$ cat config.mk
export PLATFORM = sky130hd
export DESIGN_NAME = pps_stamp_latch
export DESIGN_NICKNAME = d
export VERILOG_FILES = /design/src/rtl/pps_stamp_pkg.sv /design/src/rtl/pps_ref_count.sv /design/src/rtl/pps_edge_capture.sv /design/src/rtl/pps_stamp_select.sv /design/src/rtl/pps_stamp_latch.sv
export SDC_FILE = /design/constraint.sdc
export NUM_CORES = 1
export LEC_CHECK = 0
export BUFFER_PORTS_ARGS = -buffer_cell sky130_fd_sc_hd__buf_2
export CAP_MARGIN = 20
export CORE_ASPECT_RATIO = 2
export CORE_MARGIN = 1.5
export CORE_UTILIZATION = 23
export DETAILED_ROUTE_END_ITERATION = 16
export PLACE_DENSITY = 0.42
export SYNTH_ARGS = -nofsm -noshare
export SYNTH_HDL_FRONTEND = slang
export SYNTH_SLANG_ARGS = --single-unit
$ cat constraint.sdc
create_clock -name clk_ref -period 2.5 [get_ports clk_ref]
set_input_delay 0.5 -clock clk_ref [delete_from_list [all_inputs] [get_ports clk_ref]]
set_output_delay 0.5 -clock clk_ref [all_outputs]
set_load 0.02 [all_outputs]
$ cat src/rtl/pps_stamp_pkg.sv
`timescale 1ns/1ps
package pps_stamp_pkg;

    // Which synchronizer path supplies the final stamp
    typedef enum logic {
        PATH_RISE = 1'b0,
        PATH_FALL = 1'b1
    } path_sel_e;

    // Number of capture paths (one per reference edge polarity)
    localparam int NUM_PATHS = 2;

endpackage

$ cat src/rtl/pps_ref_count.sv
`timescale 1ns/1ps
module pps_ref_count #(
    parameter int CNT_W = 8
) (
    input  logic             clk,
    input  logic             rst_n,
    output logic [CNT_W-1:0] cnt_o
);

    logic [CNT_W-1:0] cnt_d, cnt_q;

    always_comb begin
        cnt_d = cnt_q + CNT_W'(1);
    end

    always_ff @(posedge clk or negedge rst_n) begin
        if (!rst_n) cnt_q <= '0;
        else        cnt_q <= cnt_d;
    end

    assign cnt_o = cnt_q;


    cnt_wrap_chk: assert property (@(posedge clk) disable iff (!rst_n)
        (cnt_q == {CNT_W{1'b1}}) |=> (cnt_q == '0));

endmodule

$ cat src/rtl/pps_edge_capture.sv
`timescale 1ns/1ps
module pps_edge_capture #(
    parameter int CNT_W   = 8,
    parameter int DEPTH   = 2,
    parameter bit FALLING = 1'b0
) (
    input  logic             clk,
    input  logic             rst_n,
    input  logic             pps_i,
    input  logic             arm_i,
    input  logic [CNT_W-1:0] cnt_i,
    output logic [CNT_W-1:0] stamp_o,
    output logic             seen_o
);

    // The count has advanced DEPTH times by the capturing edge
    localparam int ADJ = DEPTH;

    typedef struct packed {
        logic [DEPTH-1:0] sync;
        logic             hist;
        logic             seen;
        logic [CNT_W-1:0] stamp;
    } cap_t;

    cap_t cap_d, cap_q;
    logic evt;

    always_comb begin
        evt          = cap_q.sync[DEPTH-1] & ~cap_q.hist;
        cap_d        = cap_q;
        cap_d.sync   = {cap_q.sync[DEPTH-2:0], pps_i};
        cap_d.hist   = cap_q.sync[DEPTH-1];
        if (!arm_i) begin
            cap_d.seen = 1'b0;
        end else if (evt && !cap_q.seen) begin
            cap_d.seen  = 1'b1;
            cap_d.stamp = cnt_i - CNT_W'(ADJ);
        end
    end

    generate
        if (FALLING) begin : g_neg
            always_ff @(negedge clk or negedge rst_n) begin
                if (!rst_n) cap_q <= '0;
                else        cap_q <= cap_d;
            end
        end else begin : g_pos
            always_ff @(posedge clk or negedge rst_n) begin
                if (!rst_n) cap_q <= '0;
                else        cap_q <= cap_d;
            end
        end
    endgenerate

    assign stamp_o = cap_q.stamp;
    assign seen_o  = cap_q.seen;

    // a taken capture is never overwritten while still armed
    cap_frozen_chk: assert property (@(posedge clk) disable iff (!rst_n)
        (cap_q.seen && arm_i) |=> $stable(cap_q.stamp));

endmodule

$ cat src/rtl/pps_stamp_select.sv
`timescale 1ns/1ps
module pps_stamp_select
    import pps_stamp_pkg::*;
#(
    parameter int CNT_W = 8
) (
    input  logic             late_i,
    input  logic [CNT_W-1:0] rise_i,
    input  logic [CNT_W-1:0] fall_i,
    output logic [CNT_W-1:0] sel_o
);

    path_sel_e path;

    always_comb begin
        // Late arrival: the falling edge was close, trust the rising path
        path  = late_i ? PATH_RISE : PATH_FALL;
        sel_o = (path == PATH_RISE) ? rise_i : fall_i;
    end

endmodule

$ cat src/rtl/pps_stamp_latch.sv
`timescale 1ns/1ps
module pps_stamp_latch
    import pps_stamp_pkg::*;
#(
    parameter int CNT_W   = 8,
    parameter int DEPTH   = 2,
    parameter int LOCKOUT = 1000
) (
    input  logic             clk_ref,
    input  logic             rst_n,
    input  logic             pps_async,
    input  logic             late_half,
    output logic [CNT_W-1:0] stamp_o,
    output logic [CNT_W-1:0] rise_stamp_o,
    output logic [CNT_W-1:0] fall_stamp_o,
    output logic             valid_o
);

    localparam int LOCK_W = $clog2(LOCKOUT + 1);

    typedef struct packed {
        logic [DEPTH-1:0]  ph;
        logic              fall_seen;
        logic              armed;
        logic [LOCK_W-1:0] lock;
        logic              valid;
        logic [CNT_W-1:0]  stamp;
        logic [CNT_W-1:0]  rise;
        logic [CNT_W-1:0]  fall;
    } top_t;

    top_t st_d, st_q;

    logic [CNT_W-1:0] cnt;
    logic [CNT_W-1:0] cap_stamp [NUM_PATHS];
    logic             cap_seen  [NUM_PATHS];
    logic [CNT_W-1:0] sel_stamp;

    pps_ref_count #(.CNT_W(CNT_W)) u_count (
        .clk   (clk_ref),
        .rst_n (rst_n),
        .cnt_o (cnt)
    );

    // Path 0 samples on the rising edge, path 1 on the falling edge
    for (genvar p = 0; p < NUM_PATHS; p++) begin : g_path
        pps_edge_capture #(
            .CNT_W   (CNT_W),
            .DEPTH   (DEPTH),
            .FALLING (p == 1)
        ) u_cap (
            .clk     (clk_ref),
            .rst_n   (rst_n),
            .pps_i   (pps_async),
            .arm_i   (st_q.armed),
            .cnt_i   (cnt),
            .stamp_o (cap_stamp[p]),
            .seen_o  (cap_seen[p])
        );
    end

    pps_stamp_select #(.CNT_W(CNT_W)) u_sel (
        .late_i (st_q.ph[DEPTH-1]),
        .rise_i (cap_stamp[0]),
        .fall_i (cap_stamp[1]),
        .sel_o  (sel_stamp)
    );

    always_comb begin
        st_d           = st_q;
        st_d.ph        = {st_q.ph[DEPTH-2:0], late_half};
        st_d.fall_seen = cap_seen[1];
        st_d.valid     = 1'b0;
        if (!st_q.armed) begin
            if (st_q.lock != '0) st_d.lock  = st_q.lock - LOCK_W'(1);
            else                 st_d.armed = 1'b1;
        end else if (cap_seen[0] && st_q.fall_seen) begin
            st_d.valid = 1'b1;
            st_d.armed = 1'b0;
            st_d.lock  = LOCK_W'(LOCKOUT - 1);
            st_d.stamp = sel_stamp;
            st_d.rise  = cap_stamp[0];
            st_d.fall  = cap_stamp[1];
        end
    end

    always_ff @(posedge clk_ref or negedge rst_n) begin
        if (!rst_n) begin
            st_q       <= '0;
            st_q.armed <= 1'b1;
        end else begin
            st_q <= st_d;
        end
    end

    assign stamp_o      = st_q.stamp;
    assign rise_stamp_o = st_q.rise;
    assign fall_stamp_o = st_q.fall;
    assign valid_o      = st_q.valid;

    // Checker state: cycles since the previous strobe, saturating
    logic [LOCK_W-1:0] gap_q;
    logic              had_valid_q;

    always_ff @(posedge clk_ref or negedge rst_n) begin
        if (!rst_n) begin
            gap_q       <= '0;
            had_valid_q <= 1'b0;
        end else if (valid_o) begin
            gap_q       <= LOCK_W'(1);
            had_valid_q <= 1'b1;
        end else if (gap_q < LOCK_W'(LOCKOUT)) begin
            gap_q <= gap_q + LOCK_W'(1);
        end
    end


    valid_single_chk: assert property (@(posedge clk_ref) disable iff (!rst_n)
        valid_o |=> !valid_o);


    stamp_hold_chk: assert property (@(posedge clk_ref) disable iff (!rst_n)
        !valid_o |-> ($stable(stamp_o) && $stable(rise_stamp_o) && $stable(fall_stamp_o)));


    lockout_gap_chk: assert property (@(posedge clk_ref) disable iff (!rst_n)
        (valid_o && had_valid_q) |-> (gap_q == LOCK_W'(LOCKOUT)));

endmodule

==> results of run 1 <==
cell usage in the layout, fill, tap and decap left out, types with 2 or more instances in the layout:
cell                         netlist  final
sky130_fd_sc_hd__clkinvlp_4        0      3
sky130_fd_sc_hd__inv_1             7      7
sky130_fd_sc_hd__a21oi_1          16     16
sky130_fd_sc_hd__mux2i_1          14     14
sky130_fd_sc_hd__o21ai_0           2      2
sky130_fd_sc_hd__clkbuf_16         0      9
sky130_fd_sc_hd__and3_1            2      2
sky130_fd_sc_hd__ha_1              4      3
sky130_fd_sc_hd__nor3_2            0      2
sky130_fd_sc_hd__nor4_1            2      2
sky130_fd_sc_hd__dfrtp_1          58     58
sky130_fd_sc_hd__o21ai_1           9      9
sky130_fd_sc_hd__buf_4            24     18
sky130_fd_sc_hd__nor2_1           19     19
sky130_fd_sc_hd__nand2_1          67     67
sky130_fd_sc_hd__and3b_1           2      2
sky130_fd_sc_hd__buf_2             6     28
sky130_fd_sc_hd__nor2b_1           3      3
sky130_fd_sc_hd__nor3_1            4      2
sky130_fd_sc_hd__mux2_2            3      2
sky130_fd_sc_hd__o21a_1            3      3
sky130_fd_sc_hd__xnor2_1           5      5
sky130_fd_sc_hd__nand3_1           5      5
sky130_fd_sc_hd__dfrtn_1          12     12
sky130_fd_sc_hd__xor2_1            7      7
routing by layer:
layer | part of all wire, % | GRT usage, % | vias up
met3 | 2.6 | 2.38 | 9
met2 | 58 | 18.9 | 22
li1 | - | - | 971
met1 | 37 | 9.88 | 949
met4 | 2.5 | 5.05 | 0
met5 | 0 | 0 | -
report_power, final:
part | total, mW | switching [mW] | leakage (nW) | internal [mW]
combinational | 1.03 | 0.615 | 0.758 | 0.417
sequential | 1.86 | 0.303 | 0.850 | 1.55
clock | 1.27 | 0.492 | 0.135 | 0.777
per-stage QoR:
step	std cells	worst slack [ns]	utilization, %	instance area, um2
after global placement	454	0.0189	25.6	3320
after detailed placement	454	0.00142	25.6	3320
final	470	0.0650	28.0	3640
after global routing	470	-0.0332	28.0	3640
after CTS	470	0.0215	27.9	3630
after floorplan	293	-0.0962	-	3090
worst reg2reg max path, delay by kind of cell (launching register included):
family | cells | cell delay [ns]
DFF | 1 | 0.53
and+or+nand+nor | 1 | 0.19
buffers and inverters | 1 | 0.22
AOI/OAI and AO/OA | 1 | 0.10
Yosys cell counts (5+ instances only):
cell type / count / share of area (%)
sky130_fd_sc_hd__dfrtn_1: 12 / 9.8
sky130_fd_sc_hd__clkbuf_1: 7 / 0.86
sky130_fd_sc_hd__buf_2: 6 / 0.98
sky130_fd_sc_hd__buf_4: 24 / 5.9
sky130_fd_sc_hd__a21oi_1: 16 / 2.6
sky130_fd_sc_hd__inv_1: 7 / 0.86
sky130_fd_sc_hd__dfrtp_1: 58 / 47
sky130_fd_sc_hd__o21ai_1: 9 / 1.5
sky130_fd_sc_hd__nand2_1: 67 / 8.2
sky130_fd_sc_hd__xnor2_1: 5 / 1.4
sky130_fd_sc_hd__nor2_1: 19 / 2.3
sky130_fd_sc_hd__mux2i_1: 14 / 4.6
sky130_fd_sc_hd__xor2_1: 7 / 2.0
sky130_fd_sc_hd__nand3_1: 5 / 0.81
cell type report:
type	instances	area [um2]	area share, %
Inverter	7	26.3	0.721
Multi-Input combinational cell	177	1050	28.9
Sequential cell	71	1780	48.8
Clock inverter	6	70.1	1.92
Timing Repair Buffer	47	295	8.10
Clock buffer	10	229	6.28
Tap cell	152	190	5.22
registers in the layout, indices dropped and copies added, names as in the netlist:
signal                count
u_count.cnt_o             8
st_q                     13
valid_o                   1
g_path.u_cap.cap_d        4
g_path.u_cap.seen_o       2
stamp_o                   8
g_path.u_cap.cap_q        2
g_path.u_cap.stamp_o     16
fall_stamp_o              8
st_d                      1
rise_stamp_o              8
repair_timing:
action                     CTS  global route
setup buffers                0             0
setup endpoints to repair    1             4
hold buffers                 0             0
gates cloned                 0             0
hold endpoints to repair     0             0
resized for setup            1             3
pin swaps                    0             2
logic make-up after synthesis:
logic type | Yosys count
AOI/OAI and AO/OA | 33
buffers and inverters | 45
xor gates and xnor gates | 12
adders and majority gates | 4
muxes | 17
DFF | 71
and+or+nand+nor | 111
worst min-delay path by stage:
stage                               from                        to  slack (ns)  cells after the start
3_3_place_gp   g_path[1].u_cap.cap_d[11]  g_path[1].u_cap.cap_d[9]        0.29                      0
2_1_floorplan                      rst_n           fall_stamp_o[0]        0.20                      0
6_report                           rst_n           rise_stamp_o[0]        0.02                      1
3_5_place_dp   g_path[1].u_cap.cap_d[11]  g_path[1].u_cap.cap_d[9]        0.30                      0
4_1_cts                            rst_n           rise_stamp_o[0]       0.009                      1
5_1_grt                            rst_n           rise_stamp_o[0]        0.02                      1
==> flow_summary.ini, run 1 <==
[outcome]
status = finished clean

[power_and_ir_drop]
power.static_leakage_nw = 1.74
power.density_nw_per_um2 = 1140
finalPower_mw = 4.16
vdd_drop_max_v = 0.000475

[synthesis]
netlist-cell-type-count = 35
mappedNetlistArea_um2 = 3070
syn_avg_cell_area_um2 = 10.5
synth-edff-count = 0
synth_async_sr_flop_share_pct = 100
synth-simple-area-share_pct = 16.5
synth_compound_gate_area_share_pct = 6.27
ys.warnings.count = 0
synth_fa_ha_area_share_pct = 1.63
synth.ff_latch_count = 71
largest_family_of_logic_cells_by_synthesized_area = simple AND/OR/NAND/NOR gates
post_synth_mux_area_share_pct = 5.66
dominantRegCellSynth = sky130_fd_sc_hd__dfrtp_1
mappedNetlistNets = 301
yosys.area_share.xor_xnor_pct = 3.42
netlist_instances = 293
seq_area_frac_synth_pct = 57.9

[sta]
worst_clock_skew_ns = 0.0124
worst_hold_slack_ns = 0.0150
tightestPinTransition_ns = 0.554
report.final.setup_viol = 0
maxSlewViolCount = 0
hold_violations = 0
unrepaired_setup_endpoints_after_global_routing = true
setup_total_negative_slack_ns = 0
maxSlewHeadroom_pct = 63.1

[setup_path]
critPathSlowestCell = sky130_fd_sc_hd__dfstp_2
r2r.worst_path.cells = 3
critPathMaxFanout = 14
timing.critical_path.max_delay_family = flip-flops
wp_data_arrival_ns = 1.36
worst_ep_required_ns = 1.43
critical_path.startpoint_type = flop
critical_path.reg2reg.endpoint = g_path[1].u_cap.stamp_o[2]
crit_cells = 3
cp_slowest_stage_delay_ns = 0.53
endpoint_kind = flop
worstPathCellList = and3b_1, buf_4, a21oi_1
worst_setup_path_type = reg -> reg
worstSetupStartpoint = st_q[35]
timing.reg2reg.setup_slack_ns = 0.07
worst-path-buf-inv = 1
timing.rr.start = st_q[35]
crit_end = g_path[1].u_cap.stamp_o[2]

[finish]
num_antenna_cells = 0
final_nets = 321
syn2layout_area_growth_pct = 18.6
post_route_cells_drive_above_1_share_pct = 23.0
fillerInstances = 1384

[floorplan]
initial_cell_density_of_the_core_pct = 23.7
core.rowCount = 59
floorplan.io_pins = 29
die_h_um = 166
die_width_um = 84.7
design.die.area_um2 = 14100
coreArea_um2 = 13000

[global_route]
grt_max_degree = 40
number_of_antenna_violations_at_the_first_check_in_global_routing = 0
grt_first_pass_wirelength_um = 10800
number_of_global_route_vias_before_repair = 2154
grt_usage_pct = 10.0
grt-ovfl-total = 0

[route]
drc = 0
final_routed_wire_length_divided_by_cell_count_um = 13.6
via_cell_ratio = 4.15
drt_first_iter_violations = 80
drt_wl_total_um = 6400
antenna_violating_nets_post_route = 0
detailroute.via_count = 1951
drt_first_pass_iters = 4

[clocking]
root_buffer_selected_by_cts = sky130_fd_sc_hd__clkbuf_16
clk_transition_reported_paths_ns = 0.06
clkSinkCount = 71
h-tree-depth = 3
cts_inserted_buffers = 9
clock_insertion_delay_at_the_later_pin_of_the_skew_report_ns = 0.34
clk_path_buf_depth = 2
clock_tree_from_tritoncts = done

[job]
drv.max_cap_violation_count = 0

[placement]
final_estimated_routing_congestion_in_global_placement = 0.755
placement.io_buffers = 28
placed_wire_length_estimate_um = 4760

[min_path]
hold_class = in -> async
No activity file was read; power rests on OpenSTA's default activity.
==> run 2: changes to the inputs <==
--- a/config.mk
+++ b/config.mk
@@ -11,6 +11,7 @@
 export CORE_MARGIN = 1.5
 export CORE_UTILIZATION = 23
 export DETAILED_ROUTE_END_ITERATION = 16
+export MAX_ROUTING_LAYER = met4
 export PLACE_DENSITY = 0.42
 export SYNTH_ARGS = -nofsm -noshare
 export SYNTH_HDL_FRONTEND = slang
==> run 2 against run 1 <==
Worst setup slack improved by 0.00099 ns. Sequential power about the same. Clock power about the same. Clock skew about the same. Power about the same. Flip-flop and latch count unchanged. Sequential share of layout area unchanged. Count of clock-buffer cells in the layout unchanged. Non-clock buffer count unchanged. Critical path type unchanged.
==> flow_summary.ini, run 2 (synthesized netlist as in run 1, its figures left out) <==
[sta]
worst_clock_skew_ns = 0.0125
hold_violations = 0
tightestPinTransition_ns = 0.550
maxSlewHeadroom_pct = 63.3
maxSlewViolCount = 0
report.final.setup_viol = 0
unrepaired_setup_endpoints_after_global_routing = true
setup_total_negative_slack_ns = 0

[clocking]
clk_path_buf_depth = 2
root_buffer_selected_by_cts = sky130_fd_sc_hd__clkbuf_16
cts_hold_buffers = 0
cts_setup_buffers = 0
clk_transition_reported_paths_ns = 0.06
clkSinkCount = 71
h-tree-depth = 3
cts_inserted_buffers = 9
clock_tree_from_tritoncts = done
clock_insertion_delay_at_the_later_pin_of_the_skew_report_ns = 0.34

[job]
drv.max_cap_violation_count = 0

[floorplan]
floorplan.io_pins = 29
initial_cell_density_of_the_core_pct = 23.7
die_h_um = 166
design.die.area_um2 = 14100
core.rowCount = 59
coreArea_um2 = 13000
die_width_um = 84.7

[route]
detailroute.via_count = 1951
drc = 0
final_routed_wire_length_divided_by_cell_count_um = 13.6
drt_wl_total_um = 6400
antenna_violating_nets_post_route = 0
drt_first_iter_violations = 82
drt_first_pass_iters = 4
via_cell_ratio = 4.15

[setup_path]
crit_end = g_path[1].u_cap.stamp_o[2]
timing.reg2reg.setup_slack_ns = 0.07
worst_setup_path_type = reg -> reg
worst_ep_required_ns = 1.43
critPathMaxFanout = 14
worstSetupStartpoint = st_q[35]
r2r.worst_path.cells = 3
endpoint_kind = flop
critical_path.startpoint_type = flop
wp_data_arrival_ns = 1.36
critical_path.reg2reg.endpoint = g_path[1].u_cap.stamp_o[2]
timing.rr.start = st_q[35]

[global_route]
grt-ovfl-total = 0
grt_max_degree = 40
number_of_global_route_vias_before_repair = 2163
grt_first_pass_wirelength_um = 10800
grt_usage_pct = 10.3
number_of_antenna_violations_at_the_first_check_in_global_routing = 0

[placement]
placed_wire_length_estimate_um = 4760
placement.io_buffers = 28
final_estimated_routing_congestion_in_global_placement = 0.765

[power_and_ir_drop]
power.density_nw_per_um2 = 1140
power.static_leakage_nw = 1.74
vdd_drop_max_v = 0.000474
finalPower_mw = 4.15

[min_path]
hold_class = in -> async

[finish]
finish.utilization_pct = 28.0
fillerInstances = 1384
num_antenna_cells = 0
layout.cells.most_common = sky130_fd_sc_hd__nand2_1
final_nets = 321
syn2layout_area_growth_pct = 18.6
post_route_cells_drive_above_1_share_pct = 23.0
mostFrequentLayoutCells = sky130_fd_sc_hd__nand2_1, sky130_fd_sc_hd__dfrtp_1, sky130_fd_sc_hd__buf_2
largest_register_ff_count = 16

[outcome]
status = finished clean
[run 2: cell type report]
class,instances,area (um2),share of cell area [%]
clock buffer,10,229,6.28
clock inverter,6,70.1,1.92
inverter,7,26.3,0.721
multi-input combinational,177,1050,28.9
sequential,71,1780,48.8
tap,152,190,5.22
timing repair buffer,47,295,8.10
[run 2: worst min path at each step]
stage	from	to	slack [ns]	cells after the start
finish	rst_n	rise_stamp_o[0]	0.02	1
global placement	g_path[1].u_cap.cap_d[11]	g_path[1].u_cap.cap_d[9]	0.29	0
floorplan	rst_n	fall_stamp_o[0]	0.20	0
global route	rst_n	fall_stamp_o[0]	0.02	1
CTS	rst_n	rise_stamp_o[0]	0.009	1
detailed placement	g_path[1].u_cap.cap_d[11]	g_path[1].u_cap.cap_d[9]	0.30	0
[run 2: stage by stage]
step	setup WS [ns]	hold WS [ns]	cells	cell area, um2
after global routing	-0.0332	0.0218	470	3640
after CTS	0.0215	0.00932	470	3630
final	0.0660	0.0152	470	3640
after global placement	0.0189	0.294	454	3320
after detailed placement	0.00142	0.298	454	3320
after floorplan	-0.0962	0.204	293	3090
[run 2: metal layers]
| layer | up-vias | part of all wire, % | GRT usage (%) |
|---|---|---|---|
| met1 | 950 | 37 | 9.82 |
| li1 | 970 | - | - |
| met5 | - | 0 | - |
| met2 | 22 | 58 | 19.0 |
| met4 | 0 | 2.5 | 5.05 |
| met3 | 9 | 2.6 | 2.38 |
[run 2: timing repair]
item / 4_1_cts / 5_1_grt
endpoints found under the setup margin: 1 / 4
resized for setup: 1 / 3
pin swaps: 0 / 2
gates cloned: 0 / 0
[run 2: worst max-delay path, cell delays in order (launching register included)]
cell and delay [ns]:
sky130_fd_sc_hd__dfstp_2 0.53, sky130_fd_sc_hd__and3b_1 0.19, sky130_fd_sc_hd__buf_4 0.21, sky130_fd_sc_hd__a21oi_1 0.09
[run 2: power breakdown]
group | total [mW] | internal [mW] | switching (mW)
Clock | 1.27 | 0.777 | 0.491
Sequential | 1.86 | 1.55 | 0.303
Combinational | 1.03 | 0.417 | 0.614
==> run 3: changes to the inputs <==
==> constraint.sdc (replaced) <==
create_clock -name clk_ref -period 2.9 [get_ports clk_ref]
set_input_delay 0.58 -clock clk_ref [delete_from_list [all_inputs] [get_ports clk_ref]]
set_output_delay 0.58 -clock clk_ref [all_outputs]
set_load 0.02 [all_outputs]
==> run 3 against run 2 <==
Die area stayed put. Critical path depth rose by 2. Flip-flop and latch count is the same. Hold slack gained 0.24 ns. Highest routed layer unchanged. Sequential power down 14%. Non-clock buffer count shrank 8.
==> flow_summary.ini, run 3 (synthesized netlist as in run 1, its figures left out) <==
[floorplan]
design.die.area_um2 = 14100
coreArea_um2 = 13000
floorplan.io_pins = 29
initial_cell_density_of_the_core_pct = 23.7
core.rowCount = 59
die_width_um = 84.7
die_h_um = 166

[global_route]
grt_first_pass_wirelength_um = 10000
number_of_antenna_violations_at_the_first_check_in_global_routing = 0
number_of_global_route_vias_before_repair = 1988
grt_usage_pct = 9.51
grt-ovfl-total = 0
grt_max_degree = 41

[sta]
maxSlewViolCount = 0
hold_violations = 0
worst_clock_skew_ns = 0.0135
setup_total_negative_slack_ns = 0
unrepaired_setup_endpoints_after_global_routing = false
tightestPinTransition_ns = 0.695
maxSlewHeadroom_pct = 53.6
report.final.setup_viol = 0

[finish]
syn2layout_area_growth_pct = 15.1
final_area_um2 = 3540
num_antenna_cells = 0
fillerInstances = 1379
largest_register_ff_count = 16
layout.cells.most_common = sky130_fd_sc_hd__nand2_1
post_route_cells_drive_above_1_share_pct = 19.7
mostFrequentLayoutCells = sky130_fd_sc_hd__nand2_1, sky130_fd_sc_hd__dfrtp_1, sky130_fd_sc_hd__buf_2
final_nets = 313

[placement]
placed_wire_length_estimate_um = 4380
placement.io_buffers = 28
post_dp_cell_area_um2 = 3250
final_estimated_routing_congestion_in_global_placement = 0.755

[setup_path]
timing.reg2reg.setup_slack_ns = 0.20
critical_path.reg2reg.endpoint = g_path[1].u_cap.stamp_o[7]
timing.rr.start = u_count.cnt_o[1]
wp_data_arrival_ns = 1.43
worst_setup_path_type = reg -> reg
worst_ep_required_ns = 1.63
critPathMaxFanout = 4
critical_path.startpoint_type = flop
r2r.worst_path.cells = 5
endpoint_kind = flop

[route]
drt_first_pass_iters = 4
drt_first_iter_violations = 59
via_cell_ratio = 4.11
drt_wl_total_um = 5990
final_routed_wire_length_divided_by_cell_count_um = 13.0
antenna_violating_nets_post_route = 0
detailroute.via_count = 1898
drc = 0

[outcome]
status = finished clean

[min_path]
hold_class = in -> async

[clocking]
cts_hold_buffers = 0
root_buffer_selected_by_cts = sky130_fd_sc_hd__clkbuf_16
cts_setup_buffers = 0
clk_transition_reported_paths_ns = 0.05
clk_path_buf_depth = 2
h-tree-depth = 3
clkSinkCount = 71
clock_insertion_delay_at_the_later_pin_of_the_skew_report_ns = 0.33
cts_inserted_buffers = 9
clock_tree_from_tritoncts = done
cts_resized = 0

[power_and_ir_drop]
vdd_drop_max_v = 0.000319
power.static_leakage_nw = 1.70
power.density_nw_per_um2 = 1010

[job]
drv.max_cap_violation_count = 0
-- run 3: cell count changes in the layout (fill, tap and decap cells not counted), sizes merged --
| cell | delta |
|---|---|
| buf | -8 |
| clkinvlp | -3 |
| clkbuf | +2 |
| clkinv | +2 |
| inv | -1 |
-- run 3: per-stage QoR --
stage | total power, mW | cells | hold WS (ns) | setup WS (ns) | utilization [%]
global placement | 2.51 | 446 | 0.306 | 0.208 | 25.0
CTS | 3.62 | 462 | 0.272 | 0.188 | 27.2
floorplan | 2.41 | 293 | 0.284 | 0.0372 | -
detailed placement | 2.53 | 446 | 0.297 | 0.198 | 25.0
global route | 3.80 | 462 | 0.281 | 0.0648 | 27.2
finish | 3.56 | 462 | 0.251 | 0.196 | 27.2
-- run 3: how the worst max path moves through the flow --
| stage | from | endpoint | slack, ns | depth (start not counted) |
|---|---|---|---|---|
| finish | u_count.cnt_o[1] | g_path[1].u_cap.stamp_o[7] | 0.20 | 5 |
| global route | u_count.cnt_o[1] | g_path[1].u_cap.stamp_o[7] | 0.06 | 5 |
| CTS | u_count.cnt_o[1] | g_path[1].u_cap.stamp_o[7] | 0.19 | 5 |
| detailed placement | u_count.cnt_o[1] | g_path[1].u_cap.stamp_o[7] | 0.20 | 5 |
| global placement | u_count.cnt_o[3] | g_path[1].u_cap.stamp_o[6] | 0.21 | 4 |
| floorplan | st_q[35] | g_path[1].u_cap.stamp_o[0] | 0.04 | 4 |
-- run 3: layout make-up --
cell class / count / area, um2 / area share (%)
Clock inverter: 4 / 45.0 / 1.27
Sequential cell: 71 / 1780 / 50.3
Multi-Input combinational cell: 177 / 1030 / 29.1
Tap cell: 152 / 190 / 5.38
Clock buffer: 12 / 246 / 6.97
Inverter: 7 / 26.3 / 0.743
Timing Repair Buffer: 39 / 223 / 6.30
-- run 3: power by group --
| part | internal, mW | switching [mW] |
|---|---|---|
| registers | 1.34 | 0.265 |
| clock network | 0.685 | 0.391 |
| logic | 0.352 | 0.532 |
| total | 2.38 | 1.19 |
-- run 3: worst max-delay path, cell delays in order, from the launching register on --
cell and delay (ns):
sky130_fd_sc_hd__dfrtp_1 0.41, sky130_fd_sc_hd__inv_1 0.12, sky130_fd_sc_hd__ha_1 0.22, sky130_fd_sc_hd__nand3b_1 0.10
sky130_fd_sc_hd__xor2_1 0.18, sky130_fd_sc_hd__a21oi_1 0.09
-- run 3: routing by layer --
| layer | share of wire [%] | up-vias | GRT usage, % |
|---|---|---|---|
| met5 | 0 | - | - |
| met4 | 2.4 | 0 | 5.89 |
| met3 | 3.1 | 9 | 1.88 |
| met2 | 55 | 24 | 16.0 |
| met1 | 40 | 911 | 10.0 |
| li1 | - | 954 | - |
